## src/rtl/pio_pkg.sv

```systemverilog
package pio_pkg;
  typedef enum logic [1:0] {PH_IDLE, PH_SETUP, PH_ACT, PH_REC} pio_phase_t;
  // Idle control word: address zero, both selects inactive.
  localparam logic [4:0] CTL_IDLE = 5'b00011;
endpackage

```

## src/rtl/pio_tsel.sv

```systemverilog
module pio_tsel #(
  parameter int CNT_W = 6
) (
  input  logic             sel_reg,
  input  logic [CNT_W-1:0] act8,
  input  logic [CNT_W-1:0] rec8,
  input  logic [CNT_W-1:0] cyc8,
  input  logic [CNT_W-1:0] act16,
  input  logic [CNT_W-1:0] rec16,
  input  logic [CNT_W-1:0] cyc16,
  output logic [CNT_W-1:0] act,
  output logic [CNT_W-1:0] rec,
  output logic [CNT_W-1:0] cyc
);
  always_comb begin
    if (sel_reg) begin
      act = act8;
      rec = rec8;
      cyc = cyc8;
    end else begin
      act = act16;
      rec = rec16;
      cyc = cyc16;
    end
  end
endmodule

```

## src/rtl/pio_seq.sv

```systemverilog
module pio_seq
  import pio_pkg::*;
#(
  parameter int CNT_W     = 6,
  parameter int HOLD_W    = 2,
  parameter int DW        = 16,
  parameter int IORDY_DLY = 2,
  parameter int IORDY_TMO = 65
) (
  input  logic              clk,
  input  logic              rst,
  input  logic              req_valid,
  output logic              req_ready,
  input  logic              req_write,
  input  logic [2:0]        req_addr,
  input  logic              req_cs1n,
  input  logic              req_cs0n,
  input  logic [DW-1:0]     req_wdata,
  input  logic [CNT_W-1:0]  sel_setup,
  input  logic [CNT_W-1:0]  sel_act,
  input  logic [CNT_W-1:0]  sel_rec,
  input  logic [CNT_W-1:0]  sel_cyc,
  input  logic [HOLD_W-1:0] sel_hold,
  input  logic              sel_ien,
  input  logic              iordy,
  input  logic [DW-1:0]     dd_in,
  output logic              done,
  output logic [DW-1:0]     rdata,
  output logic              timeout,
  output logic [4:0]        n_ctl,
  output logic              n_dior_n,
  output logic              n_diow_n,
  output logic              n_oe,
  output logic [DW-1:0]     n_dout
);
  localparam int LIM_W = $clog2(IORDY_TMO + 1);
  localparam int TW    = ((CNT_W > LIM_W) ? CNT_W : LIM_W) + 1;
  localparam logic [TW-1:0] DLY_T = TW'(IORDY_DLY);
  localparam logic [TW-1:0] TMO_T = TW'(IORDY_TMO);
  localparam logic [TW-1:0] ONE_T = TW'(1);

  pio_phase_t       st, st_n;
  logic [TW-1:0]    cnt, cnt_n, rlen, rlen_n;
  logic             done_n, tmo_set;
  logic             l_wr, l_ien;
  logic [4:0]       l_ctl;
  logic [DW-1:0]    l_wdata;
  logic [TW-1:0]    l_setup, l_act, l_rec, l_cyc, l_hold;

  function automatic logic [TW-1:0] at_least1(input logic [TW-1:0] v);
    return (v == '0) ? ONE_T : v;
  endfunction

  logic [TW-1:0] s_eff, a_eff, diff, rbase, rbase1, rec_len;
  logic          ior_ok, act_end, tmo_hit, accept;

  always_comb begin
    s_eff   = at_least1(l_setup);
    a_eff   = at_least1(l_act);
    ior_ok  = (cnt >= DLY_T) && iordy;
    act_end = (cnt >= a_eff) && (!l_ien || ior_ok || (cnt >= TMO_T));
    tmo_hit = l_ien && !ior_ok && (cnt >= TMO_T);
    diff    = l_cyc - cnt;
    rbase   = ((l_cyc > cnt) && (diff > l_rec)) ? diff : l_rec;
    rbase1  = at_least1(rbase);
    rec_len = (l_wr && (l_hold > rbase1)) ? l_hold : rbase1;
  end

  assign req_ready = (st == PH_IDLE);
  assign accept    = req_ready && req_valid;

  always_comb begin
    st_n    = st;
    cnt_n   = cnt;
    rlen_n  = rlen;
    done_n  = 1'b0;
    tmo_set = 1'b0;
    case (st)
      PH_IDLE: begin
        if (req_valid) begin
          st_n  = PH_SETUP;
          cnt_n = ONE_T;
        end
      end
      PH_SETUP: begin
        if (cnt >= s_eff) begin
          st_n  = PH_ACT;
          cnt_n = ONE_T;
        end else begin
          cnt_n = cnt + ONE_T;
        end
      end
      PH_ACT: begin
        if (act_end) begin
          st_n    = PH_REC;
          cnt_n   = ONE_T;
          rlen_n  = rec_len;
          tmo_set = tmo_hit;
        end else begin
          cnt_n = cnt + ONE_T;
        end
      end
      default: begin
        if (cnt >= rlen) begin
          st_n   = PH_IDLE;
          cnt_n  = '0;
          done_n = 1'b1;
        end else begin
          cnt_n = cnt + ONE_T;
        end
      end
    endcase
  end

  // Next-cycle pin values, registered by the pin stage.
  always_comb begin
    if (st_n == PH_IDLE)      n_ctl = CTL_IDLE;
    else if (st == PH_IDLE)   n_ctl = {req_addr, req_cs1n, req_cs0n};
    else                      n_ctl = l_ctl;
    n_dior_n = !((st_n == PH_ACT) && !l_wr);
    n_diow_n = !((st_n == PH_ACT) && l_wr);
    n_oe     = l_wr && ((st_n == PH_ACT) || ((st_n == PH_REC) && (cnt_n <= l_hold)));
    n_dout   = n_oe ? l_wdata : '0;
  end

  always_ff @(posedge clk) begin
    if (rst) begin
      st      <= PH_IDLE;
      cnt     <= '0;
      rlen    <= '0;
      done    <= 1'b0;
      timeout <= 1'b0;
      rdata   <= '0;
      l_wr    <= 1'b0;
      l_ien   <= 1'b0;
      l_ctl   <= CTL_IDLE;
      l_wdata <= '0;
      l_setup <= '0;
      l_act   <= '0;
      l_rec   <= '0;
      l_cyc   <= '0;
      l_hold  <= '0;
    end else begin
      st      <= st_n;
      cnt     <= cnt_n;
      rlen    <= rlen_n;
      done    <= done_n;
      timeout <= timeout | tmo_set;
      if (accept) begin
        l_wr    <= req_write;
        l_ien   <= sel_ien;
        l_ctl   <= {req_addr, req_cs1n, req_cs0n};
        l_wdata <= req_wdata;
        l_setup <= TW'(sel_setup);
        l_act   <= TW'(sel_act);
        l_rec   <= TW'(sel_rec);
        l_cyc   <= TW'(sel_cyc);
        l_hold  <= TW'(sel_hold);
      end
      if ((st == PH_ACT) && act_end && !l_wr) rdata <= dd_in;
    end
  end


  done_pulse_chk: assert property (@(posedge clk) disable iff (rst) done |=> !done);

  busy_after_accept_chk: assert property (@(posedge clk) disable iff (rst)
    (req_valid && req_ready) |=> !req_ready);

  tmo_sticky_chk: assert property (@(posedge clk) disable iff (rst) !$fell(timeout));
endmodule

```

## src/rtl/pio_pins.sv

```systemverilog
module pio_pins
  import pio_pkg::*;
#(
  parameter int DW = 16
) (
  input  logic          clk,
  input  logic          rst,
  input  logic [4:0]    n_ctl,
  input  logic          n_dior_n,
  input  logic          n_diow_n,
  input  logic          n_oe,
  input  logic [DW-1:0] n_dout,
  output logic [4:0]    ata_ctl,
  output logic          dior_n,
  output logic          diow_n,
  output logic          dd_oe,
  output logic [DW-1:0] dd_out
);
  always_ff @(posedge clk) begin
    if (rst) begin
      ata_ctl <= CTL_IDLE;
      dior_n  <= 1'b1;
      diow_n  <= 1'b1;
      dd_oe   <= 1'b0;
      dd_out  <= '0;
    end else begin
      ata_ctl <= n_ctl;
      dior_n  <= n_dior_n;
      diow_n  <= n_diow_n;
      dd_oe   <= n_oe;
      dd_out  <= n_dout;
    end
  end


  strobe_excl_chk: assert property (@(posedge clk) disable iff (rst) dior_n || diow_n);

  wr_drive_chk: assert property (@(posedge clk) disable iff (rst) !diow_n |-> dd_oe);

  rd_float_chk: assert property (@(posedge clk) disable iff (rst) !dior_n |-> !dd_oe);
endmodule

```

## src/rtl/pio_timing_engine.sv

```systemverilog
module pio_timing_engine #(
  parameter int CNT_W     = 6,
  parameter int HOLD_W    = 2,
  parameter int DW        = 16,
  parameter int IORDY_DLY = 2,
  parameter int IORDY_TMO = 65
) (
  input  logic              clk,
  input  logic              rst,
  input  logic              req_valid,
  output logic              req_ready,
  input  logic              req_write,
  input  logic              req_reg,
  input  logic [2:0]        req_addr,
  input  logic              req_cs1n,
  input  logic              req_cs0n,
  input  logic [DW-1:0]     req_wdata,
  input  logic [CNT_W-1:0]  cfg_setup,
  input  logic [CNT_W-1:0]  cfg_act8,
  input  logic [CNT_W-1:0]  cfg_rec8,
  input  logic [CNT_W-1:0]  cfg_cyc8,
  input  logic [CNT_W-1:0]  cfg_act16,
  input  logic [CNT_W-1:0]  cfg_rec16,
  input  logic [CNT_W-1:0]  cfg_cyc16,
  input  logic [HOLD_W-1:0] cfg_hold,
  input  logic              cfg_iordy_en,
  output logic              done,
  output logic [DW-1:0]     rdata,
  output logic              timeout,
  output logic [4:0]        ata_ctl,
  output logic              dior_n,
  output logic              diow_n,
  output logic [DW-1:0]     dd_out,
  output logic              dd_oe,
  input  logic [DW-1:0]     dd_in,
  input  logic              iordy
);
  logic [CNT_W-1:0] s_act, s_rec, s_cyc;
  logic [4:0]       n_ctl;
  logic             n_dior_n, n_diow_n, n_oe;
  logic [DW-1:0]    n_dout;

  pio_tsel #(.CNT_W(CNT_W)) u_tsel (
    .sel_reg(req_reg),
    .act8(cfg_act8), .rec8(cfg_rec8), .cyc8(cfg_cyc8),
    .act16(cfg_act16), .rec16(cfg_rec16), .cyc16(cfg_cyc16),
    .act(s_act), .rec(s_rec), .cyc(s_cyc)
  );

  pio_seq #(
    .CNT_W(CNT_W), .HOLD_W(HOLD_W), .DW(DW),
    .IORDY_DLY(IORDY_DLY), .IORDY_TMO(IORDY_TMO)
  ) u_seq (
    .clk(clk), .rst(rst),
    .req_valid(req_valid), .req_ready(req_ready),
    .req_write(req_write), .req_addr(req_addr),
    .req_cs1n(req_cs1n), .req_cs0n(req_cs0n), .req_wdata(req_wdata),
    .sel_setup(cfg_setup), .sel_act(s_act), .sel_rec(s_rec), .sel_cyc(s_cyc),
    .sel_hold(cfg_hold), .sel_ien(cfg_iordy_en),
    .iordy(iordy), .dd_in(dd_in),
    .done(done), .rdata(rdata), .timeout(timeout),
    .n_ctl(n_ctl), .n_dior_n(n_dior_n), .n_diow_n(n_diow_n),
    .n_oe(n_oe), .n_dout(n_dout)
  );

  pio_pins #(.DW(DW)) u_pins (
    .clk(clk), .rst(rst),
    .n_ctl(n_ctl), .n_dior_n(n_dior_n), .n_diow_n(n_diow_n),
    .n_oe(n_oe), .n_dout(n_dout),
    .ata_ctl(ata_ctl), .dior_n(dior_n), .diow_n(diow_n),
    .dd_oe(dd_oe), .dd_out(dd_out)
  );
endmodule

```

## config.mk

```make
export PLATFORM = sky130hd
export DESIGN_NAME = pio_timing_engine
export DESIGN_NICKNAME = d
export VERILOG_FILES = /design/src/rtl/pio_pkg.sv /design/src/rtl/pio_tsel.sv /design/src/rtl/pio_seq.sv /design/src/rtl/pio_pins.sv /design/src/rtl/pio_timing_engine.sv
export SDC_FILE = /design/constraint.sdc
export NUM_CORES = 1
export LEC_CHECK = 0
export BUFFER_PORTS_ARGS = -buffer_cell sky130_fd_sc_hd__buf_2
export CAP_MARGIN = 20
export CORE_AREA = 2 2 103 105
export CTS_CLUSTER_SIZE = 30
export DETAILED_ROUTE_END_ITERATION = 10
export DIE_AREA = 0 0 105 107
export PLACE_DENSITY_LB_ADDON = 0.3
export SLEW_MARGIN = 30
export SYNTH_ARGS = -nofsm -noshare
export SYNTH_HDL_FRONTEND = slang
export SYNTH_SLANG_ARGS = --single-unit
```

## constraint.sdc

```tcl
create_clock -name clk -period 5.3 [get_ports clk]
set_clock_uncertainty 0.15 [all_clocks]
set_input_delay 1.06 -clock clk [delete_from_list [all_inputs] [get_ports clk]]
set_output_delay 1.06 -clock clk [all_outputs]
set_load 0.05 [all_outputs]
```

==> results of run 1 <==
## synthesized netlist by cell type, types with 4 or more instances
cell type and n:
a21o_1 4, nor2_1 50, inv_1 41, clkbuf_1 31
or3_1 4, nand2b_1 5, a21oi_1 75, nand3_1 9
dfxtp_1 109, o21a_1 4, nand2_1 110, mux2i_1 24
nand3b_1 5, nor3_1 13, a211oi_1 28, o21ai_0 19
ha_1 40, nor2b_1 22
## cells by family after synthesis
logic type               synth area share, %
multiplexers                            4.45
AO/OA/AOI/OAI                           18.6
buffers and inverters                   5.52
adder cells (fa/ha/maj)                 9.65
XOR/XNOR                               0.812
AND/OR/NAND/NOR                         20.5
flip-flops                              40.4
## worst register-to-register path: cells and delay by family (launching register included)
family / cells / cell delay, ps
flip-flops: 1 / 460
AND/OR/NAND/NOR: 4 / 1010
adder cells (fa/ha/maj): 3 / 830
buffers and inverters: 2 / 220
multiplexers: 2 / 530
AO/OA/AOI/OAI: 8 / 1640
## area by class of cell
cell class | instances | share of cell area (%)
well taps | 136 | 2.68
repair buffers | 137 | 11.1
clock inverters | 7 | 1.48
multi-input cells | 470 | 46.0
clock buffers | 9 | 1.95
inverters | 42 | 2.48
flip-flops and latches | 109 | 34.4
## placed cells by master (no fill, tap or decap), types with 4 or more instances in the layout
cell        n
a211oi_1   28
a21o_1      4
a21oi_1    75
buf_2     130
buf_4       7
clkbuf_8    9
clkinv_8    4
dfxtp_1   108
ha_1       40
inv_1      41
mux2i_1    24
nand2_1   109
nand2b_1    5
nand3_1     9
nand3b_1    5
nor2_1     50
nor2b_1    22
nor3_1     13
o21a_1      4
o21ai_0    19
or3_1       4
## power by group through the flow
stage               registers, mW  clock network (mW)  logic, mW
floorplan                    1.04                   0      0.732
global placement             1.01                   0      0.966
detailed placement           1.01                   0       1.00
CTS                         0.993               0.531       1.01
global route                 1.01               0.559       1.15
finish                      0.995               0.520       1.02
## registers in the layout, indices dropped and copies added, names as in the netlist
register        count
u_pins.dd_out      16
u_seq.l_wr          1
u_seq.done          1
u_seq.l_act         6
u_seq.l_wdata      16
u_pins.ata_ctl      5
u_pins.dd_oe        1
u_pins.dior_n       1
u_seq.l_cyc         6
u_seq.cnt           8
u_pins.diow_n       1
u_seq.l_ctl         5
u_seq.l_ien         1
u_seq.rdata        16
u_seq.rlen          8
u_seq.l_hold        2
u_seq.timeout       1
u_seq.l_rec         6
u_seq.st            2
u_seq.l_setup       6
## metrics by stage
stage	hold WS, ps	worst slack [ps]	std cells	utilization, %
final	307	336	910	62.9
after global routing	330	14.0	910	62.9
after CTS	308	160	910	62.9
after detailed placement	292	202	894	60.7
after global placement	287	523	894	60.7
after floorplan	277	585	656	-
## final timing paths
kind,start,to,slack (ps),depth (start not counted)
max,u_seq.cnt[1]$_SDFF_PP0_,u_seq.rlen[0]$_SDFFE_PP0P_,340,19
min,u_seq.l_wdata[13]$_SDFFE_PP0P_,u_seq.l_wdata[13]$_SDFFE_PP0P_,310,2
max reg2reg,u_seq.cnt[1]$_SDFF_PP0_,u_seq.rlen[0]$_SDFFE_PP0P_,340,19
min reg2reg,u_seq.l_wdata[13]$_SDFFE_PP0P_,u_seq.l_wdata[13]$_SDFFE_PP0P_,310,2
## metal layers
layer  GRT usage (%)  vias up  share of wire [%]
met4            7.90        0                1.5
met2            40.1      156                 48
met3            3.16       14                5.3
met1            29.4     2231                 45
met5               0        -                  0
li1                -     2490                  -
==> out/summary.md, run 1 <==
The flow ran to the end, and the final reports show no timing, DRC or antenna violations. Clock-pin slew was measured on the worst setup and hold paths at 120 ps. The tree is rooted in a clkbuf_8. After the last flow step, the layout net total stands at 898. No sink is reached through more buffers than the 2 on the longest clock path.

The signal on the critical path passes through inv_1, ha_1, nand2b_1, a21oi_1, or4b_2, nand4_1, ha_1, a21o_1, mux2i_1, a21oi_1, o21ai_0, mux2i_1, inv_1, o21ai_0, ha_1, a211o_1, nor2b_1, o21a_1, o41ai_1. Yosys mapped a number of flops with a built-in enable equal to 0. Together, buffers and inverters on the worst path number 2.

After detailed routing, the number of remaining DRC violations is 0. Post-CTS repair changed the size of 0 cells. The core region is 10100 um^2. After floorplanning, the core was divided into 37 placement rows. The number of antenna violations at the first check in global routing was 0. CTS saw 109 sinks.

The endpoint class of the critical path is a register. Top cell family by delay on the critical path: compound AO/OA/AOI/OAI gates. In this run the cell area measured after placement is 6130 um^2.

Mean number of vias per cell: 5.37. The average instance in the mapped netlist occupies 8.22 um^2. Internal power comes to 1.50 mW.

Summing all multi-input logic gate instances after layout gives 2920 um^2. In this run the power density over the cells is 398 nW/um^2. The overall die width is 105 um, and the detailed-placement wirelength estimate is 9.60 mm. By area the synthesized netlist is led by dfxtp_1, ha_1, nand2_1.

The number of warnings reported in the yosys synthesis log was 0; the maximum clock frequency was 201 MHz. The type of the worst setup path is reg -> reg. The overall power consumption was 2.53 mW; the static leakage power was 2.77 nW. The total count of hold-check failures in the final report is 0. Buffers added to address setup during post-CTS repair amount to 0. The tools report the switching power summed over all nets as 1.03 mW. The full die area is 11200 um^2, and the delay of the slowest cell on the worst path is 630 ps. The first TritonRoute pass finished after 5 iterations. For the pin with the worst max-slew slack, the measured transition is 791 ps. The post-synthesis net count came out at 785. The tools report the number of buffers inserted by hold repair at cts as 0. The part of the power in the clock network was 20.5%; the layout overhead on the synthesized area was 17.7%. The tools report the total negative setup slack as 0 ps. The H-tree generated during clock tree synthesis spans 3 levels. The tools report the part of the Yosys area used for sequential elements as 40.4%. The number of register bits inferred by synthesis is 109, and the fraction of final layout cells with drive strength greater than 1 is 21.6%. The proportion of total power due to net switching was 40.7%. Via count of the first global-routing pass: 4714. For the cell area after technology mapping, the log shows 5400 um^2.

131 I/O pins were placed. The run gives 279 as the violation count after the first detailed-routing iteration. Clock latency on the worst-skew pair, taken at its later pin, is 380 ps. The data required time of the worst path was 5420 ps; the count of final max-slew check failures was 0.

The first global-routing pass estimated 21.4 mm of wire. The number of endpoints failing setup at the final stage is 0. For this run, the leading register cell type out of synthesis is dfxtp_1. The number of port buffers works out to 130.

Global routing used 23.0% of the available tracks across all layers. In this run the tightest slew margin relative to its limit is 47.3%. Sequential cells burn 39.3% of the power.

Routability-driven placement finished with a final weighted congestion of 0.925. Cell type with the largest total area after synthesis: dfxtp_1. The worst hold path belongs to the class reg -> reg. The maximum VDD drop was 0.186 mV; the logic gate share of total power was 40.2%. After global routing the overflow that remains totals 0. Along the worst path, the maximum fanout reaches 10.

TritonCTS built the clock tree. The most numerous cell type found on the critical path is ha_1. 0 antenna diodes ended up in the layout. After detailed routing, the average wire length per cell comes to 14.2 um. Counting every instance in the synthesized netlist gives 656. STA classifies the critical path startpoint as a register.

TritonCTS created 9 clock buffers. For the total of max-cap violations, the log shows 0. Setup repair after global routing left no endpoint under its margin. For this configuration, the core starts out at a cell density of 53.5%.

The via total after detailed routing was 4891; the number of routed nets with antenna violations was 0. Summing all flip-flop and latch instances after layout gives 2180 um^2. The cell at the slowest stage of the critical path was or4b_2. Entering global routing, the biggest net connects 79 pins. The final instance area is 6350 um^2, and the top-area cell type share of the netlist area is 40.4%. Counting the fill cells in the layout gives 948.

Dividing the final minimum period by the clock period gives 93.7%. The async set or reset register ratio after synthesis was 0%; the final critical path time including I/O delays and setup was 4960 ps. The final layout contains routed wiring with a total length of 12.9 mm. The vertical die dimension is 107 um, and the worst path arrival time is 5080 ps. Yosys mapped the design onto 58 distinct sky130hd cell types.
Power figures use the tool's default switching activity.
==> run 2, diff against run 1 <==
MAX_ROUTING_LAYER = met4   (was default)
==> run 2 against run 1 <==
  * Critical path depth unchanged
  * Critical path type unchanged
  * Die area unchanged
  * Combinational power about the same
  * Global-route usage is 0.88 points higher
==> out/summary.md, run 2 (synthesized netlist as in run 1, its figures left out) <==
The run finished with clean final reports. The run gives 21.5 mm as the global-route wire length before repair. The count of final max-slew check failures is 0, and the register-to-register setup slack is 420 ps. After layout, the worst path uses 92.1% of the clock period. Dividing total power by cell area gives a power density of 400 nW/um^2. The longest clock path from root to sink contains 2 buffers. The largest registers in the layout are u_pins.dd_out (16), u_seq.l_wdata (16), u_seq.rdata (16).

Number of endpoints failing setup at the final stage: 0. The critical path ends at u_seq.rlen[0]$_SDFFE_PP0P_. The run gives 0 as the total count of hold-check failures in the final report. Once layout is complete, the utilization of the core stands at 62.9%. The final route contains 4930 vias.

The startpoint identified for the worst register-to-register timing path is u_seq.cnt[1]$_SDFF_PP0_. Based on the critical path, the design can be clocked at up to 205 MHz. Compared with the post-synthesis result, the final layout area differs by 17.6%. Power comes to 2.54 mW. The overall die width is 105 um. The tools report the static leakage power as 2.77 nW. After the last flow step, the layout net total stands at 898.

In this run the worst setup path begins at u_seq.cnt[1]$_SDFF_PP0_. Max-cap violations in this run came to 0. Detailed placement ended at an HPWL of 9.68 mm. Fill cells in the final layout number 948. For the pin with the worst max-slew slack, the measured transition is 836 ps. In the post-route analysis, the smallest setup slack over all paths is 418 ps. TritonCTS built the clock tree. The total clock sinks was 109. For this run, the detailed router's first-pass iteration total came to 4.

In this run the worst hold path is classified as reg -> reg. The root buffer cell chosen for the clock tree is clkbuf_8. After the first detailed-routing iteration, the DRC count stood at 245. For the total negative setup slack, the log shows 0 ps. The worst-case headroom to the max-slew limit is 44.2%.

The most frequent standard cell in the layout excluding fill and tap cells was buf_2. The sort of element at the start of the critical path was a register. The tools report the I/O pin count as 131. For this configuration, the core starts out at a cell density of 53.5%. 0 antenna diodes ended up in the layout. The mean number of vias per cell is 5.42. The global route total overflow came out at 0.

The highest fanout seen on the critical path works out to 10. The worst slack at placement is 287 ps. The cell count of the worst reg-to-reg path is 19.

Across all hold checks on the routed design, the worst slack comes to 308 ps. Cells with a size suffix above 1 make up 21.6% of the layout. The H-tree was split into 3 levels. The floorplan has 37 rows. In this run the standard cell core region covers 10100 um^2. IR analysis of the VDD net gives a maximum drop of 0.221 mV.

Buffers placed on the I/O ports in this run total 130. The vertical die dimension was 107 um; the number of routed nets with antenna violations was 0. The die covers 11200 um^2. The number of buffers inserted by hold repair at cts is 0. The type of the worst setup path was reg -> reg. The worst setup path is captured at a register.

Global placer's final weighted congestion: 0.914. Clock edge transition at the registers on the reported setup and hold paths: 120 ps. The DRC violation count after routing is 0, and the data required time of the worst path is 5450 ps. Dividing the detail-routed wire length by the instance count gives 14.5 um. In the layout the commonest cells are buf_2, nand2_1, dfxtp_1.

Setup repair after global routing left no endpoint under its margin. The pin count of the biggest net entering global routing came out at 84. Across every metal layer, demand over resource in global routing totals 23.9%. The via count of the first global-routing pass is 4704. The sequential cells in the finished layout cover a total of 2180 um^2.

The number of antenna violations at the first check in global routing is 0, and the final critical path time including I/O delays and setup is 4880 ps. The total area of multi-input combinational cells was 2920 um^2. The routed design has 13.2 mm of wire. Data arrives at the worst endpoint at 5030 ps. Clock tree synthesis inserted a total of 9 buffers. The later pin in the worst-skew pair is clocked with a latency of 390 ps.

The tools report the endpoint of the lowest-slack register-to-register path as u_seq.rlen[0]$_SDFFE_PP0P_.
## run 2: changes by cell type in the layout (fill, tap and decap cells not counted), sizes merged
cell    delta
clkinv     -2
inv        +2
## run 2: per-layer routing
| metal | part of all wire [%] | wire (um) | GRT usage [%] |
|---|---|---|---|
| met1 | 45 | 5870 | 29.4 |
| met5 | 0 | 0 | - |
| met4 | 1.9 | 245 | 9.14 |
| met3 | 5.1 | 673 | 3.59 |
| met2 | 48 | 6390 | 39.8 |
## run 2: worst min path at each step
stage	startpoint	to	cells after the start
after floorplan	u_seq.rlen[6]$_SDFFE_PP0P_	u_seq.rlen[6]$_SDFFE_PP0P_	2
after global placement	u_seq.l_wdata[10]$_SDFFE_PP0P_	u_seq.l_wdata[10]$_SDFFE_PP0P_	2
after detailed placement	u_seq.l_wdata[11]$_SDFFE_PP0P_	u_seq.l_wdata[11]$_SDFFE_PP0P_	2
after CTS	u_seq.l_wdata[11]$_SDFFE_PP0P_	u_seq.l_wdata[11]$_SDFFE_PP0P_	2
after global routing	u_seq.l_wdata[1]$_SDFFE_PP0P_	u_seq.l_wdata[1]$_SDFFE_PP0P_	2
final	u_seq.l_wdata[11]$_SDFFE_PP0P_	u_seq.l_wdata[11]$_SDFFE_PP0P_	2
## run 2: worst max-delay path, stage by stage (launching register included)
cell      delay [ps]
dfxtp_2          460
inv_1            140
ha_1             310
nand2b_1          90
a21oi_1          100
or4b_2           610
nand4_1          140
ha_1             270
a21o_1           170
mux2i_1          130
a21oi_1           70
o21ai_0          270
mux2i_1          390
inv_1             90
o21ai_0          200
ha_1             260
a211o_1          340
nor2b_1          150
o21a_1           180
o41ai_1          280
## run 2: through the flow
stage               cells  cell area (um^2)
global route          910              6340
global placement      894              6130
CTS                   910              6340
finish                910              6340
detailed placement    894              6130
floorplan             656              5400
## run 2: final cells by class
type / count / area share (%)
multi-input combinational: 470 / 46.0
inverter: 42 / 2.48
sequential: 109 / 34.4
clock inverter: 7 / 1.36
tap: 136 / 2.68
clock buffer: 9 / 1.95
timing repair buffer: 137 / 11.1
## run 2: power breakdown
part	total [mW]	switching [mW]	internal, mW
sequential	0.996	0.0838	0.912
clock	0.524	0.332	0.192
combinational	1.02	0.626	0.395
## run 2: what timing repair did
item	CTS	global route
endpoints found under the setup margin	0	1
resized for setup	0	1
hold endpoints to repair	0	0
buffers inserted	0	0
